$ cat src/rtl/mem_hshake_gen.sv
module mem_hshake_gen #(
  parameter int NCAS  = 4,
  parameter int DLY_W = 2
) (
  input  logic             clk,
  input  logic             rst,
  input  logic             cfg_we,
  input  logic             cfg_ack_mode,
  input  logic [DLY_W-1:0] cfg_delay,
  input  logic             cfg_half,
  input  logic             cfg_burst,
  input  logic             cs,
  input  logic             areq,
  input  logic             row_start,
  input  logic [NCAS-1:0]  cas_n,
  input  logic             wait_in,
  input  logic             pchg_pend,
  input  logic             rfsh_busy,
  input  logic             grant_bad,
  output logic             hs_o
);

  typedef enum logic [2:0] {S_IDLE, S_ROW, S_COUNT, S_READY, S_GAP} st_t;

  st_t              st;
  logic [DLY_W-1:0] cnt;
  logic             mode_ack, half_en, burst_en;
  logic [DLY_W-1:0] dly;
  logic             cas_prev, rdy_n;

  wire cas_any = ~&cas_n;
  wire blocked = wait_in | pchg_pend | rfsh_busy | grant_bad;
  wire cas_rel = cas_prev & ~cas_any;
  wire cas_beg = cas_any & ~cas_prev;
  wire rdy     = (st == S_READY);
  wire rdy_eff = half_en ? (rdy & rdy_n) : rdy;
  wire act     = (st != S_IDLE);

  assign hs_o = act & (mode_ack ? rdy_eff : ~rdy_eff);

  always_ff @(posedge clk) begin
    if (rst) begin
      mode_ack <= 1'b0;
      dly      <= '0;
      half_en  <= 1'b0;
      burst_en <= 1'b0;
    end else if (cfg_we) begin
      mode_ack <= cfg_ack_mode;
      dly      <= cfg_delay;
      half_en  <= cfg_half;
      burst_en <= cfg_burst;
    end
  end

  always_ff @(posedge clk) begin
    if (rst) begin
      st       <= S_IDLE;
      cnt      <= '0;
      cas_prev <= 1'b0;
    end else begin
      cas_prev <= cas_any;
      if (act && !areq) begin
        st <= S_IDLE;
      end else begin
        unique case (st)
          S_IDLE:
            if (cs && areq) begin
              st  <= mode_ack ? S_ROW : S_COUNT;
              cnt <= dly;
            end
          S_ROW:
            if (row_start) begin
              st  <= S_COUNT;
              cnt <= dly;
            end
          S_COUNT:
            if (blocked)       cnt <= dly;
            else if (cnt == 0) st  <= S_READY;
            else               cnt <= cnt - 1'b1;
          S_READY:
            if (burst_en && cas_rel) st <= S_GAP;
          S_GAP:
            if (cas_beg) begin
              st  <= S_COUNT;
              cnt <= dly;
            end
          default: st <= S_IDLE;
        endcase
      end
    end
  end

  always_ff @(negedge clk) begin
    if (rst) rdy_n <= 1'b0;
    else     rdy_n <= rdy;
  end

  assert_areq_end_R7: assert property (@(posedge clk) disable iff (rst)
    (!areq) |=> (st == S_IDLE));

  assert_no_cs_no_start_R8: assert property (@(posedge clk) disable iff (rst)
    (st == S_IDLE && !cs) |=> (st == S_IDLE));

  assert_blocked_hold_R4: assert property (@(posedge clk) disable iff (rst)
    (st == S_COUNT && blocked && areq) |=> (st == S_COUNT && cnt == $past(dly)));

  assert_count_step_R2: assert property (@(posedge clk) disable iff (rst)
    (st == S_COUNT && !blocked && areq && cnt != 0) |=> (cnt == $past(cnt) - 1'b1));

  assert_row_wait_R3: assert property (@(posedge clk) disable iff (rst)
    (st == S_ROW && !row_start && areq) |=> (st == S_ROW));

  assert_no_burst_R6: assert property (@(posedge clk) disable iff (rst)
    (st == S_READY && !burst_en && areq) |=> (st == S_READY));

endmodule

$ cat config.mk
export PLATFORM = sky130hd
export DESIGN_NAME = mem_hshake_gen
export DESIGN_NICKNAME = d
export VERILOG_FILES = /design/src/rtl/mem_hshake_gen.sv
export SDC_FILE = /design/constraint.sdc
export NUM_CORES = 1
export LEC_CHECK = 0
export ABC_AREA = 1
export BUFFER_PORTS_ARGS = -buffer_cell sky130_fd_sc_hd__buf_2
export CAP_MARGIN = 20
export CORE_MARGIN = 2
export CORE_UTILIZATION = 38
export CTS_BUF_LIST = sky130_fd_sc_hd__clkbuf_4 sky130_fd_sc_hd__clkbuf_8
export DETAILED_ROUTE_END_ITERATION = 10
export GPL_ROUTABILITY_DRIVEN = 0
export HOLD_SLACK_MARGIN = 0.12
export PLACE_DENSITY = 0.62
export SLEW_MARGIN = 40
export SYNTH_ARGS = -nofsm -noshare
export SYNTH_HDL_FRONTEND = slang
export SYNTH_SLANG_ARGS = --single-unit
$ cat constraint.sdc
create_clock -name clk -period 3.1 [get_ports clk]
set_input_delay 0.93 -clock clk [delete_from_list [all_inputs] [get_ports clk]]
set_output_delay 0.93 -clock clk [all_outputs]
set_load 0.01 [all_outputs]
==> results of run 1 <==
-- cell families (layout without fill, tap and decap cells) --
group                    count (synthesis)  after routing  share of synthesized area
AO/OA/AOI/OAI                           15             15                      0.119
flip-flops                              12             12                      0.352
buffers and inverters                   16             40                     0.0879
adder cells (fa/ha/maj)                  1              1                     0.0183
AND/OR/NAND/NOR                         67             67                      0.423
-- what timing repair did --
item | CTS | global route
pin swaps | 3 | 0
resized for setup | 1 | 0
buffers inserted | 1 | 0
setup endpoints to repair | 1 | 1
-- sequential cells by signal, summed over array words and instances (netlist names) --
signal,flops
st,3
cnt,2
dly,2
burst_en,1
cas_prev,1
half_en,1
mode_ack,1
rdy_n,1
-- layer usage --
metal,up-vias,global-route usage
met4,0,0.0686
met5,-,0
met2,16,0.272
met3,4,0.0353
met1,307,0.211
li1,387,-
-- cell usage after synthesis --
cell type,number,area share
a21oi_2,1,0.013
nand3_1,5,0.037
nor2_1,26,0.14
o21bai_1,1,0.011
o21ai_0,10,0.073
nor3_2,1,0.015
nand2_2,3,0.027
ha_1,1,0.018
nor2_2,1,0.0092
nor2_4,2,0.033
inv_2,3,0.016
nand2_1,29,0.16
inv_1,13,0.071
a21oi_1,3,0.022
dfxtp_1,12,0.35
-- through the flow --
stage / TNS [ns] / cells / total power, mW / instance area (µm²)
after CTS: -0.470 / 160 / 0.652 / 852
after global placement: -0.144 / 155 / 0.540 / 817
after detailed placement: -0.158 / 155 / 0.544 / 817
after global routing: -0.536 / 160 / 0.717 / 852
final: -0.467 / 160 / 0.643 / 852
after floorplan: -0.0498 / 111 / 0.478 / 691
-- worst reg2reg max path, cell delays in order (launching register included) --
cell,delay (ns)
dfxtp_1,0.44
inv_2,0.07
nor3_2,0.26
inv_1,0.09
nor2_1,0.09
-- path summary, 6_finish.rpt --
kind,cells past startpoint,to,slack [ns],start
worst max-delay path,4,hs_o,-0.47,rdy_n$_SDFF_NP0_
worst max register to register,4,rdy_n$_SDFF_NP0_,0.57,st[0]$_SDFFE_PP0P_
worst min-delay path,2,half_en$_SDFFE_PP0P_,0.50,half_en$_SDFFE_PP0P_
worst min register to register,2,half_en$_SDFFE_PP0P_,0.50,half_en$_SDFFE_PP0P_
-- power breakdown --
part           internal (mW)  leakage, nW  switching [mW]
registers              0.186       0.0999          0.0309
logic                  0.123        0.332           0.197
clock network         0.0483       0.0207          0.0577
total                  0.357        0.453           0.286
-- final cells by class --
class,count,area [µm²]
Clock buffer,3,22.5
Clock inverter,2,7.51
Fill cell,181,856
Inverter,15,56.3
Multi-Input combinational cell,83,390
Sequential cell,12,241
Tap cell,25,31.3
Timing Repair Buffer,20,103
==> flow_summary.yaml, run 1 <==
status:
  status: "complete, but fails checks"
  violations: "negative setup slack"
power:
  irDropWorstVdd_mv: 0.313
  p_per_area_nw_per_um2: 755
  leakage_nw: 0.453
global_route:
  track_usage: 0.167
  first_global_vias: 652
  grt_max_degree: 9
  grt_pass1_wl_mm: 2.57
  antenna_found_initial: 0
  overflow: 0
drt:
  wirelength_mm: 1.38
  via_count: 714
  topRoutingLayerUsed: "met4"
  antenna_left: 0
  firstDrtPassIters: 4
  drt_drc_violations_left: 0
  post_drt_wl_per_cell_um: 8.64
  m1WireLength_um: 627
  wl_met2_um: 682
  drt_iter0_drc: 7
  wl_met3_um: 57
  via_per_inst: 4.46
setup_path:
  critPathMaxStageDelay_ns: 0.30
  worstPathArrival_ns: 2.64
  required_ns: 2.17
  cp_max_fo: 2
  crit_type: "reg -> out"
  path_buf_inv: 1
  slowest_stage: "dfxtp_2"
  worst_setup_path_end_kind: "output pin"
  cp_top_family: "compound AO/OA/AOI/OAI gates"
  start_kind: "register"
  crit_chain: "o21ai_2, o21ai_1, a21oi_2, buf_2"
synthesis:
  syn_avg_cell_area_um2: 6.15
  synth_cells: 111
  ys_warn_count: 0
  synth-seq-cells: 12
  synth_nets: 131
  ys_types: 15
  ys_seq_area_frac: 0.352
  synthesis.area_um2: 683
sta:
  hold-worst-slack_ns: 0.497
  slew_violations: 0
  worst_pin_slew_ns: 0.262
  fin_worst_skew_ns: 0.0545
  setup_violations: 1
  rsz0062_at_grt: "yes"
  max-slew-margin-rel: 0.824
  hold_viol_final: 0
  timing.final.ws_setup_ns: -0.467
clock_tree:
  holdBufCountCts: 0
  numCtsBuffers: 3
  clk_pin_slew_ns: 0.07
  clock_path_buffers: 2
  root_buffer: "clkbuf_4"
  clkLatencyLatePin_ns: 0.33
  cts-htree-levels: 1
  numClockSinks: 12
  cts_tree: "done"
die:
  start_util: 0.400
  core_um2: 1710
  die-width_um: 46.4
  fp.dieH_um: 46.4
  io_pins: 20
  rows: 15
  die_area_um2: 2150
layout:
  final_nets: 156
  layout_common_cells: "29 x nand2_1, 26 x nor2_1, 19 x buf_2, 13 x inv_1, 11 x dfxtp_1"
  area_growth_pct: 24.7
  n_antenna_cell: 0
  utilization: 0.499
  final_common_cell: "nand2_1"
  drive_gt1_frac: 0.274
min_path:
  hold_path.class: "reg -> reg"
placement:
  dpl.hpwl_mm: 1.12
  port_buffers: 19
  place_ws_ns: -0.158
job:
  maxCapViolCount: 0
Note: power is estimated with default switching activity, not from simulation.
==> run 2: changes to the inputs <==
--- a/config.mk
+++ b/config.mk
@@ -5,16 +5,16 @@
 export SDC_FILE = /design/constraint.sdc
 export NUM_CORES = 1
 export LEC_CHECK = 0
-export ABC_AREA = 1
+export ABC_AREA = 0
 export BUFFER_PORTS_ARGS = -buffer_cell sky130_fd_sc_hd__buf_2
 export CAP_MARGIN = 20
-export CORE_MARGIN = 2
-export CORE_UTILIZATION = 38
+export CORE_AREA = 2 2 39 41
 export CTS_BUF_LIST = sky130_fd_sc_hd__clkbuf_4 sky130_fd_sc_hd__clkbuf_8
 export DETAILED_ROUTE_END_ITERATION = 10
+export DIE_AREA = 0 0 41 43
 export GPL_ROUTABILITY_DRIVEN = 0
 export HOLD_SLACK_MARGIN = 0.12
-export PLACE_DENSITY = 0.62
+export PLACE_DENSITY = 0.83
 export SLEW_MARGIN = 40
 export SYNTH_ARGS = -nofsm -noshare
 export SYNTH_HDL_FRONTEND = slang
==> run 2 against run 1 <==
  * The flow still finishes with violations (negative setup slack)
  * Flip-flop and latch count unchanged
  * Largest power group is now sequential cells
  * Routed wire length increased by 17%
  * Sequential power shrank 19%
  * Final cell count decreased by 23%
  * Design area grew 3.5%
  * Clock skew up 0.0030 ns
  * Combinational power decreased by 63%
  * Synthesized cell count down 23%
==> flow_summary.yaml, run 2 <==
setup_path:
  regToRegEndpoint: "rdy_n$_SDFF_NP0_"
  crit_chain: "nor2b_2, nand2b_1, a21oi_1, o21ai_2, buf_2"
  critPathMaxStageDelay_ns: 0.32
  required_ns: 2.17
  start_kind: "register"
  r2r_cells: 2
  cp_max_fo: 2
  crit_start: "rdy_n$_SDFF_NP0_"
  r2r_slack_ns: 0.70
  reg2reg_from: "st[0]$_SDFFE_PP0P_"
  critPathCapture: "hs_o"
  slowest_stage: "dfxtp_1"
  crit_type: "reg -> out"
  worstPathArrival_ns: 2.74
  worst_setup_path_end_kind: "output pin"
die:
  die_area_um2: 1760
  core_um2: 1380
  rows: 14
  start_util: 0.527
  die-width_um: 41
  fp.dieH_um: 43
  io_pins: 20
synthesis:
  ys_seq_area_frac: 0.329
  synth-seq-cells: 12
  yosysMostFrequentCell: "dfxtp_1"
  async_flop_share: 0
  synth_area_leaders: "dfxtp_1 33%, mux2i_1 6.9%, nor2_1 5.7%, a21oi_1 3.4%, nor4_2 3.4%"
  synth_nets: 106
  synthesis.area_um2: 729
  synth_top_cells_by_count: "12 x dfxtp_1, 11 x nor2_1, 5 x a21oi_1, 5 x inv_1, 5 x mux2i_1"
  syn_avg_cell_area_um2: 8.48
  synthFlopType: "dfxtp_1"
  synth_edf_count: 0
  ys_types: 35
  synth_cells: 86
  ys_warn_count: 0
  synth_top_cell_by_area: "dfxtp_1"
  synth_top_cell_area_share: 0.329
drt:
  via_count: 725
  via_per_inst: 5.89
  firstDrtPassIters: 4
  wirelength_mm: 1.62
  drt_iter0_drc: 18
  post_drt_wl_per_cell_um: 13.1
  drt_drc_violations_left: 0
  antenna_left: 0
power:
  leakage_nw: 0.377
  p_per_area_nw_per_um2: 484
  irDropWorstVdd_mv: 0.322
  total_power_mw: 0.427
clock_tree:
  holdBufCountCts: 0
  clkLatencyLatePin_ns: 0.34
  cts_tree: "done"
  root_buffer: "clkbuf_4"
  cts-htree-levels: 1
  numCtsBuffers: 3
  clock_path_buffers: 2
  clk_pin_slew_ns: 0.08
  numClockSinks: 12
placement:
  dpl.hpwl_mm: 1.23
  place_ws_ns: -0.224
  port_buffers: 19
layout:
  fillers: 112
  utilization: 0.637
  multi_input_area_um2: 445
  final_common_cell: "buf_2"
  area_growth_pct: 20.9
  final_nets: 128
  drive_gt1_frac: 0.364
  regMostFlops: "st"
  layout_common_cells: "19 x buf_2, 12 x dfxtp_1, 11 x nor2_1"
  ff_latch_area_um2: 240
  largest_register_ffs: 3
  n_antenna_cell: 0
  reg_top3: "st: 3 flops, cnt: 2 flops, dly: 2 flops"
sta:
  worst_pin_slew_ns: 0.454
  hold_viol_final: 0
  hold-worst-slack_ns: 0.502
  rsz0062_at_grt: "yes"
  slew_violations: 0
  max-slew-margin-rel: 0.697
  fin_worst_skew_ns: 0.0575
  timing.final.ws_setup_ns: -0.575
  setup_violations: 1
  finalSetupTns_ns: -0.575
global_route:
  antenna_found_initial: 0
  track_usage: 0.234
  grt_pass1_wl_mm: 2.76
  overflow: 0
  grt_max_degree: 14
  first_global_vias: 656
job:
  maxCapViolCount: 0
status:
  violations: "negative setup slack"
  status: "complete, but fails checks"
min_path:
  hold_path.class: "reg -> reg"
run 2: cell types whose count changed in the layout (fill, tap and decap cells not counted), sizes merged, moves of 3 or more:
cell / before / now
o21ai: 10 / 4
nor2: 29 / 11
nand2: 32 / 4
inv: 16 / 6
nand2b: 0 / 3
mux2i: 0 / 5
run 2: worst min-delay path by stage:
stage          slack, ns              endpoint  depth (start not counted)                 start
2_1_floorplan       0.45   dly[1]$_SDFFE_PP0P_                          2   dly[1]$_SDFFE_PP0P_
3_3_place_gp        0.47   dly[1]$_SDFFE_PP0P_                          2   dly[1]$_SDFFE_PP0P_
3_5_place_dp        0.49   dly[1]$_SDFFE_PP0P_                          2   dly[1]$_SDFFE_PP0P_
4_1_cts             0.51   dly[1]$_SDFFE_PP0P_                          2   dly[1]$_SDFFE_PP0P_
5_1_grt             0.53  half_en$_SDFFE_PP0P_                          2  half_en$_SDFFE_PP0P_
6_report            0.50   dly[1]$_SDFFE_PP0P_                          2   dly[1]$_SDFFE_PP0P_
run 2: cells by family after synthesis:
kind of cell             count (synthesis)  share of synthesized area
AO/OA/AOI/OAI                           23                      0.257
AND/OR/NAND/NOR                         34                      0.259
adder cells (fa/ha/maj)                  1                     0.0171
multiplexers                             5                     0.0686
flip-flops                              12                      0.329
buffers and inverters                   11                     0.0686
run 2: final cells by class:
| class | count | share of cell area |
|---|---|---|
| Clock inverter | 1 | 0.00426 |
| Inverter | 5 | 0.0213 |
| Timing Repair Buffer | 22 | 0.133 |
| Multi-Input combinational cell | 63 | 0.505 |
| Sequential cell | 12 | 0.272 |
| Clock buffer | 4 | 0.0411 |
| Tap cell | 16 | 0.0227 |
run 2: power by group:
group / leakage, nW / internal (mW) / switching (mW) / total [mW]
clock network: 0.0263 / 0.0733 / 0.0614 / 0.135
logic: 0.252 / 0.0532 / 0.0633 / 0.117
registers: 0.0984 / 0.165 / 0.0113 / 0.176
total: 0.377 / 0.291 / 0.136 / 0.427
run 2: repair_timing:
action	CTS	global route
endpoints found under the setup margin	1	1
buffers inserted	0	0
hold endpoints to repair	0	0
gates cloned	0	0
gates resized for setup	0	1
run 2: per-layer routing:
| metal | GRT usage | share of wire | routed length (µm) | vias to the layer above |
|---|---|---|---|---|
| li1 | - | - | - | 357 |
| met1 | 0.288 | 0.43 | 694 | 327 |
| met2 | 0.366 | 0.48 | 772 | 38 |
| met3 | 0.0471 | 0.074 | 120 | 3 |
| met4 | 0.120 | 0.018 | 29 | 0 |
| met5 | 0 | 0 | 0 | - |
run 2: critical path: cells and delay by family (launching register included):
| family | cells | cell delay [ns] |
|---|---|---|
| AO/OA/AOI/OAI | 2 | 0.23 |
| flip-flops | 1 | 0.32 |
| buffers and inverters | 1 | 0.13 |
| AND/OR/NAND/NOR | 2 | 0.17 |
run 2: through the flow:
| stage | std cells | area, µm² |
|---|---|---|
| after floorplan | 86 | 733 |
| after global placement | 119 | 843 |
| after detailed placement | 119 | 843 |
| after CTS | 123 | 880 |
| after global routing | 123 | 882 |
| final | 123 | 882 |
